===== src/rtl/pfs_pkg.sv =====
package pfs_pkg;
  typedef enum logic [2:0] {
    ST_NORMAL    = 3'd0,
    ST_PENDING   = 3'd1,
    ST_PROTECTED = 3'd2,
    ST_BATTERY   = 3'd3,
    ST_RECOVERY  = 3'd4
  } pfs_state_t;
endpackage


===== src/rtl/level_sync.sv =====
// Two-stage synchronizer for a vector of asynchronous level flags.
module level_sync #(
  parameter int          W       = 2,
  parameter logic [W-1:0] RST_VAL = '1
) (
  input  logic         clk,
  input  logic         rst,
  input  logic [W-1:0] async_i,
  output logic [W-1:0] sync_o
);
  logic [W-1:0] stage1_q;
  logic [W-1:0] stage2_q;

  always_ff @(posedge clk) begin
    if (rst) begin
      stage1_q <= RST_VAL;
      stage2_q <= RST_VAL;
    end else begin
      stage1_q <= async_i;
      stage2_q <= stage1_q;
    end
  end

  assign sync_o = stage2_q;
endmodule


===== src/rtl/interval_timer.sv =====
// Counts cycles from a clear; done is high once LIMIT-1 cycles have passed.
module interval_timer #(
  parameter int LIMIT = 8
) (
  input  logic clk,
  input  logic rst,
  input  logic clr,
  output logic done
);
  localparam int CW = $clog2(LIMIT + 1);
  logic [CW-1:0] cnt_q;

  assign done = (cnt_q == CW'(LIMIT - 1));

  always_ff @(posedge clk) begin
    if (rst || clr) begin
      cnt_q <= '0;
    end else if (!done) begin
      cnt_q <= cnt_q + 1'b1;
    end
  end
endmodule


===== src/rtl/pfs_fsm.sv =====
// Power-down / power-up state sequencing with registered outputs.
module pfs_fsm
  import pfs_pkg::*;
(
  input  logic       clk,
  input  logic       rst,
  input  logic       below_dsel,
  input  logic       below_sw,
  input  logic       access_active,
  input  logic       win_done,
  input  logic       rec_done,
  output pfs_state_t state_q,
  output logic       armed_q,
  output logic       protect_q,
  output logic       hiz_q,
  output logic       batt_q
);
  pfs_state_t nxt;

  always_comb begin
    nxt = state_q;
    unique case (state_q)
      ST_NORMAL:    if (below_dsel) nxt = ST_PENDING;
      ST_PENDING:   if (below_sw || !access_active || win_done) nxt = ST_PROTECTED;
      ST_PROTECTED: begin
        if (below_sw && armed_q) nxt = ST_BATTERY;
        else if (!below_dsel)    nxt = ST_RECOVERY;
      end
      ST_BATTERY:   if (!below_sw) nxt = ST_PROTECTED;
      ST_RECOVERY: begin
        if (below_dsel)    nxt = ST_PROTECTED;
        else if (rec_done) nxt = ST_NORMAL;
      end
      default:      nxt = ST_PROTECTED;
    endcase
  end

  always_ff @(posedge clk) begin
    if (rst) begin
      state_q   <= ST_PROTECTED;
      armed_q   <= 1'b0;
      protect_q <= 1'b1;
      hiz_q     <= 1'b1;
      batt_q    <= 1'b0;
    end else begin
      state_q   <= nxt;
      if (!below_dsel) armed_q <= 1'b1;
      protect_q <= !(nxt == ST_NORMAL || nxt == ST_PENDING);
      hiz_q     <= !(nxt == ST_NORMAL || nxt == ST_PENDING);
      batt_q    <= (nxt == ST_BATTERY);
    end
  end
endmodule


===== src/rtl/pfail_seq.sv =====
module pfail_seq
  import pfs_pkg::*;
#(
  parameter int WIN_CYC = 10000,
  parameter int REC_CYC = 8000000
) (
  input  logic clk,
  input  logic rst,
  input  logic vlow_dsel_i,
  input  logic vlow_sw_i,
  input  logic access_active_i,
  output logic protect_o,
  output logic hiz_o,
  output logic batt_sel_o
);
  localparam int NFLAG = 2;

  logic [NFLAG-1:0] flags_s;
  logic             dsel_s;
  logic             sw_s;
  logic             win_done;
  logic             rec_done;
  logic             armed_q;
  pfs_state_t       state_q;

  level_sync #(.W(NFLAG), .RST_VAL('1)) u_sync (
    .clk     (clk),
    .rst     (rst),
    .async_i ({vlow_sw_i, vlow_dsel_i}),
    .sync_o  (flags_s)
  );
  assign dsel_s = flags_s[0];
  assign sw_s   = flags_s[1];

  interval_timer #(.LIMIT(WIN_CYC)) u_win (
    .clk  (clk),
    .rst  (rst),
    .clr  (state_q != ST_PENDING),
    .done (win_done)
  );

  interval_timer #(.LIMIT(REC_CYC)) u_rec (
    .clk  (clk),
    .rst  (rst),
    .clr  (state_q != ST_RECOVERY),
    .done (rec_done)
  );

  pfs_fsm u_fsm (
    .clk           (clk),
    .rst           (rst),
    .below_dsel    (dsel_s),
    .below_sw      (sw_s),
    .access_active (access_active_i),
    .win_done      (win_done),
    .rec_done      (rec_done),
    .state_q       (state_q),
    .armed_q       (armed_q),
    .protect_q     (protect_o),
    .hiz_q         (hiz_o),
    .batt_q        (batt_sel_o)
  );
endmodule


===== config.mk =====
export PLATFORM = sky130hd
export DESIGN_NAME = pfail_seq
export DESIGN_NICKNAME = d
export VERILOG_FILES = /design/src/rtl/pfs_pkg.sv /design/src/rtl/level_sync.sv /design/src/rtl/interval_timer.sv /design/src/rtl/pfs_fsm.sv /design/src/rtl/pfail_seq.sv
export SDC_FILE = /design/constraint.sdc
export NUM_CORES = 1
export LEC_CHECK = 0
export CORE_UTILIZATION = 54
export DETAILED_ROUTE_END_ITERATION = 8
export MAX_ROUTING_LAYER = met4
export PLACE_DENSITY = 0.75
export SLEW_MARGIN = 30
export SYNTH_ARGS = -nofsm -noshare
export SYNTH_HDL_FRONTEND = slang
export SYNTH_HIERARCHICAL = 1
export SYNTH_SLANG_ARGS = --single-unit

===== constraint.sdc =====
create_clock -name clk -period 1.9 [get_ports clk]
set_input_delay 0.38 -clock clk [delete_from_list [all_inputs] [get_ports clk]]
set_output_delay 0.38 -clock clk [all_outputs]
set_load 0.03 [all_outputs]

* Word level (Yosys, flattened, before mapping)
Cells that the tools add are included.
Operators by class: $add $sub $neg 2, eq/ne operators 10, muxes and demuxes 8, reductions and logical operators 10
Operators with widths (number):
- 23-bit by 1-bit adder with 23-bit output, second input constant | 1
- 23-bit equality test, second input constant | 1
- 3-bit two-way mux | 7
- 3-bit one-hot mux with 5 select lines | 1
- 14-bit by 1-bit adder with 14-bit output, second input constant | 1
- 14-bit equality test, second input constant | 1
- 3-bit by 2-bit equality test with 1-bit output, second input constant | 3
- 3-bit by 1-bit equality test with 1-bit output, second input constant | 2
- 3-bit zero test | 2
- 1-bit logical OR | 5
- 3-bit equality test, second input constant | 1
- 3-bit by 1-bit inequality test with 1-bit output, second input constant | 1
- 3-bit inequality test, second input constant | 1
- 1-bit zero test | 2
- 1-bit logical AND | 1
Storage, ports and cells: bits in registers 47, input bits 5, output and inout port bits 3, word-level logic and storage cells 38

* Depth between registers and ports, before layout
depth after elaboration 8, depth in mapped cells 9, mapped depth without buffers 8

* Hierarchy
The synthesis kept the hierarchy.
Modules (own cells, without submodules):
- interval_timer at u_rec | times used 1, cells an instance 141, area an instance 1194.9 µm², seq. area each 460.4 µm²
- interval_timer at u_win | times used 1, cells an instance 74, area an instance 659.4 µm², seq. area each 280.3 µm²
- pfs_fsm | times used 1, cells an instance 28, area an instance 272.8 µm², seq. area each 120.1 µm²
- level_sync | times used 1, cells an instance 8, area an instance 105.1 µm², seq. area each 80.1 µm²
- pfail_seq | times used 1, cells an instance 2, area an instance 17.5 µm², seq. area each 0.0 µm²

* Least setup slack after synthesis
Ideal clock, no wire load.
path kind flip-flop to flip-flop, start point register u_rec.cnt_q[0], end point register u_fsm.hiz_q, library setup time 0.148 ns, data arrival time 1.897 ns, required time 1.752 ns, setup slack -0.145 ns, stages on the path, launching flop included 10, buffers on the path 1, period minus slack after synthesis 2.045 ns, cells stage by stage dfxtp_1 ha_1 nand4_2 nor3_1 clkbuf_1 nand2_2 inv_1 nor3b_1 a31oi_1 o311ai_0
Between the ends: cells in the longest elaborated chain, start to end 7, elaborated cells on any way between the ends 8, those cells by class eq/ne: 2; mux: 3; reduce/logical: 3
Ends and longest elaborated chain:
- start, declared | line interval_timer.sv:11 | logic [CW-1:0] cnt_q;
- start signal, assigned | line interval_timer.sv:19 | cnt_q <= cnt_q + 1'b1;
- 23-bit equality test (*) | line interval_timer.sv:13 | assign done = (cnt_q == CW'(LIMIT - 1));
- named net rec_done | line pfail_seq.sv:22 | logic rec_done;
- 3-bit two-way mux (*) | line pfs_fsm.sv:32 | else if (rec_done) nxt = ST_NORMAL;
- 3-bit two-way mux (*) | line pfs_fsm.sv:31 | if (below_dsel) nxt = ST_PROTECTED;
- 3-bit one-hot mux with 5 select lines (*) | line pfs_fsm.sv:22 | unique case (state_q)
- 3-bit by 1-bit equality test with 1-bit output / 3-bit zero test (equally long branches) | line pfs_fsm.sv:49 | hiz_q <= !(nxt == ST_NORMAL || nxt == ST_PENDING);
- 1-bit logical OR (*) | line pfs_fsm.sv:49
- 1-bit zero test (*) | line pfs_fsm.sv:49
- end signal, assigned | line pfs_fsm.sv:49
- end, declared | line pfs_fsm.sv:15 | output logic hiz_q,
Mark *: on every way through the listed nets, which the timed path passes. The rest lies on a longest branch. A chain may end at the register's enable or synchronous reset.

* Final worst setup path
start point register u_rec.cnt_q[10], end point register u_rec.cnt_q[9]
Between the ends: cells in the longest elaborated chain, start to end 1
Ends and longest elaborated chain (line):
- 23-bit equality test | interval_timer.sv:13
No other way between the ends.

==> flow_summary.ini <==
[sta]
layout_setup_ws_ps = -51.0
final-hold-violation-count = 0
grt_setup_unrepaired = yes
clock-skew-final_ps = 8.05
slew_headroom_pct = 67.7
tightest_slew_ps = 480
max_slew_violations = 0
period_needed_ps = 1950
fmax_ghz = 0.513
final_min_period_over_clock_period_pct = 103
finalSetupViolCount = 3

[worst_setup_path]
rr_startpoint = u_rec/cnt_q[10]$_SDFFE_PP0P_
critPathLaunchType = flip-flop
critPathSlowestCell = sky130_fd_sc_hd__or4_4
critPathMaxFanout = 5
timing.critical_path.max_delay_family = simple AND/OR/NAND/NOR gates
critPathKind = flip-flop to flip-flop
worstSetupEndpointType = flip-flop
critPathLaunch = u_rec/cnt_q[10]$_SDFFE_PP0P_
cp.arrival_ps = 2180
cp.required_ps = 2130
crit_path_cell_trace = or4b_4 > or4_4 > o2111ai_2 > mux2i_1
critical-path-max-stage-delay_ps = 590
number_of_buffers_and_inverters_on_the_critical_path = 0

[layout]
n_antenna_cell = 0
nFillCells = 322
post_layout_cell_count = 347
area.growth.synth_to_final_pct = 25.5
drive_gt1_share_pct = 25.9
multiInputGateArea_um2 = 1320
nets = 303
area.sequential_um2 = 951

[drt]
via_per_inst = 5.93
number_of_routed_nets_with_antenna_violations = 0
wirelength_mm = 5.22
drt-pass1-iter-count = 4
post-route-drc-count = 0
avgRoutedWirePerCell_um = 15.0
initialDrtViolationCount = 78
vias = 2058

[clock_tree]
cts.htree.levels = 2
clock_sink_count = 47
clock_insertion_delay_worst_skew_ps = 300
tritoncts.num_buffers = 5
ctsRootBufferMaster = sky130_fd_sc_hd__clkbuf_8
clock_pin_transition_on_the_worst_setup_and_hold_timing_paths_ps = 90
tritoncts_clock_tree = yes
max-clock-path-buffers = 2

[yosys]
warnings_from_yosys = 6
synth-compound-area-share_pct = 16.7
post_synth_and_or_nand_nor_area_fraction_pct = 29.7
synth_fp_nets = 260
netlist_instances = 253
main_combinational_cell_family_by_area_after_synthesis = simple AND/OR/NAND/NOR gates
ys_types = 52
synth-async-reset-ratio_pct = 0
synth_xor_xnor_area_share_pct = 4.67
syn_avg_cell_area_um2 = 8.89
synth.ff_latch_count = 47
postSynth.topFlopCell = sky130_fd_sc_hd__dfxtp_1
synth.yosys.seq_area_share_pct = 41.8
netlist_area_um2 = 2250
share_of_synthesized_cell_area_in_full_adder_half_adder_and_majority_cells_pct = 1.11
muxShareOfSynthArea_pct = 2.67
edff_count_synth = 0

[hold_path]
min-delay-path-class = flip-flop to flip-flop
min_from = u_sync/stage1_q[0]$_SDFF_PP1_

[floorplanning]
core_area_um2 = 4000
floorplan.initialDensity_pct = 56.2
die_y_um = 66.5
io_pins = 8
floorplan_die_width_um = 66.5
row_count = 23
die_outline_area_um2 = 4430

[placement]
io_buffers = 7
dp_cells = 337
place.detailed.hpwl_mm = 3.64
routability_congestion = 0.887
pre_cts_ws_ps = -78.5

[power_and_ir_drop]
static-leakage-power_uw = 0.000918
vdd_drop_max_mv = 0.438
power_density_nw_per_um2 = 641

[status]
outcome = complete, but fails checks
violations = setup timing

[grt]
grt_use_total_pct = 25.3
grt_max_degree = 15
via_count_of_the_first_global_routing_pass = 1889
wire_length_of_the_first_global_routing_pass_mm = 8.24
antenna_found_initial = 0
grt_remaining_overflow = 0

[flow_run]
max-cap-violations = 0
## per-layer routing
layer / vias up / part of all wire [%] / wire (µm) / GRT usage, %
met5: - / 0 / 0 / -
met4: 0 / 1.6 / 81 / 9.04
met3: 7 / 3.2 / 166 / 4.62
met2: 43 / 52 / 2700 / 44.7
met1: 982 / 43 / 2270 / 28.2
li1: 1026 / - / - / -
## cell families (layout without fill, tap and decap cells)
family          Yosys count  after routing
buf+inv                  18             62
xor+xnor                 12             12
mux                       6              6
simple gates            115            115
flops                    47             47
fa+ha+maj                 2              2
compound gates           53             53
## final timing paths
kind | endpoint | slack (ps) | cells past startpoint
max | u_rec/cnt_q[9]$_SDFFE_PP0P_ | -50 | 4
min | u_sync/sync_o[0]$_SDFF_PP1_ | 410 | 1
max reg2reg | u_rec/cnt_q[9]$_SDFFE_PP0P_ | -50 | 4
min reg2reg | u_sync/sync_o[0]$_SDFF_PP1_ | 410 | 1
## cell usage after synthesis, drive strengths merged, types with 4 or more instances
library cell,n,area [µm²]
or2,6,37.5
dfxtp,47,941
clkbuf,6,22.5
a31oi,5,31.3
nor4,9,71.3
xnor2,8,70.1
nand4,6,43.8
o21ai,11,55.1
xor2,4,35.0
nand2,21,81.3
o31ai,5,37.5
or4,7,60.1
or3,12,75.1
a21oi,12,60.1
o211ai,4,35.0
inv,9,33.8
nor3,8,40.0
mux2i,6,60.1
nor2,18,67.6
nand3,15,75.1
## where the power goes
part           switching (µW)  total [µW]  internal, µW
Combinational            83.6         159          75.5
Clock                     331         629           298
Sequential               18.1        1020          1000
Total                     432        1810          1380
## state kept, by name (all words and copies together) (netlist names)
name             cells
u_sync/sync_o        2
u_fsm/state_q        3
u_rec/cnt_q         23
u_fsm/hiz_q          1
u_sync/stage1_q      2
u_win/cnt_q         14
u_fsm/armed_q        1
u_fsm/batt_q         1
## cell type report
cell class | count | share of cell area (%)
inverter | 9 | 1.20
tap | 50 | 2.22
sequential | 47 | 33.7
timing repair buffer | 45 | 12.7
clock inverter | 1 | 0.310
multi-input combinational | 188 | 46.8
clock buffer | 7 | 3.06
## cell usage in the layout, fill, tap and decap left out, types with 2 or more instances in the layout
cell type                          n
sky130_fd_sc_hd__and4_1            2
sky130_fd_sc_hd__or4b_4            3
sky130_fd_sc_hd__dfxtp_1          39
sky130_fd_sc_hd__or4_1             5
sky130_fd_sc_hd__inv_1             9
sky130_fd_sc_hd__buf_4            37
sky130_fd_sc_hd__clkbuf_8          6
sky130_fd_sc_hd__a21oi_1          12
sky130_fd_sc_hd__nor4_4            2
sky130_fd_sc_hd__or3_1            11
sky130_fd_sc_hd__dfxtp_2           8
sky130_fd_sc_hd__or2_1             4
sky130_fd_sc_hd__xnor2_1           8
sky130_fd_sc_hd__mux2i_1           5
sky130_fd_sc_hd__o21a_1            2
sky130_fd_sc_hd__clkdlybuf4s50_1   7
sky130_fd_sc_hd__nor4_1            7
sky130_fd_sc_hd__o21ai_0          10
sky130_fd_sc_hd__nor2_1           18
sky130_fd_sc_hd__nand3_1          14
sky130_fd_sc_hd__nand4_1           5
sky130_fd_sc_hd__a211oi_2          2
sky130_fd_sc_hd__or3b_1            2
sky130_fd_sc_hd__nand2_1          20
sky130_fd_sc_hd__o31ai_1           5
sky130_fd_sc_hd__nor3_1            8
sky130_fd_sc_hd__o211ai_1          3
sky130_fd_sc_hd__or4_4             2
sky130_fd_sc_hd__a2111o_1          3
sky130_fd_sc_hd__xor2_1            4
sky130_fd_sc_hd__or2_2             2
sky130_fd_sc_hd__a31oi_1           5
## stage by stage
stage                     TNS (ps)  total power, µW  hold WS [ps]  utilization, %  area (µm²)
after global routing          -419             1870           439            70.6        2820
after global placement       -50.5             1170           389            65.7        2630
after CTS                    -18.5             1810           422            68.1        2720
after floorplan              -61.9             1120           383               -        2270
final                         -118             1810           411            70.6        2820
after detailed placement     -96.7             1180           397            65.7        2630
## what timing repair did
| item | in CTS | in global routing |
|---|---|---|
| pin swaps | 0 | 9 |
| buffers inserted | 0 | 4 |
| setup endpoints to repair | 1 | 12 |
| endpoints found under the hold margin | 0 | 0 |
| resized for setup | 0 | 19 |
| hold buffers | 0 | 0 |
Power figures use the tool's default switching activity.
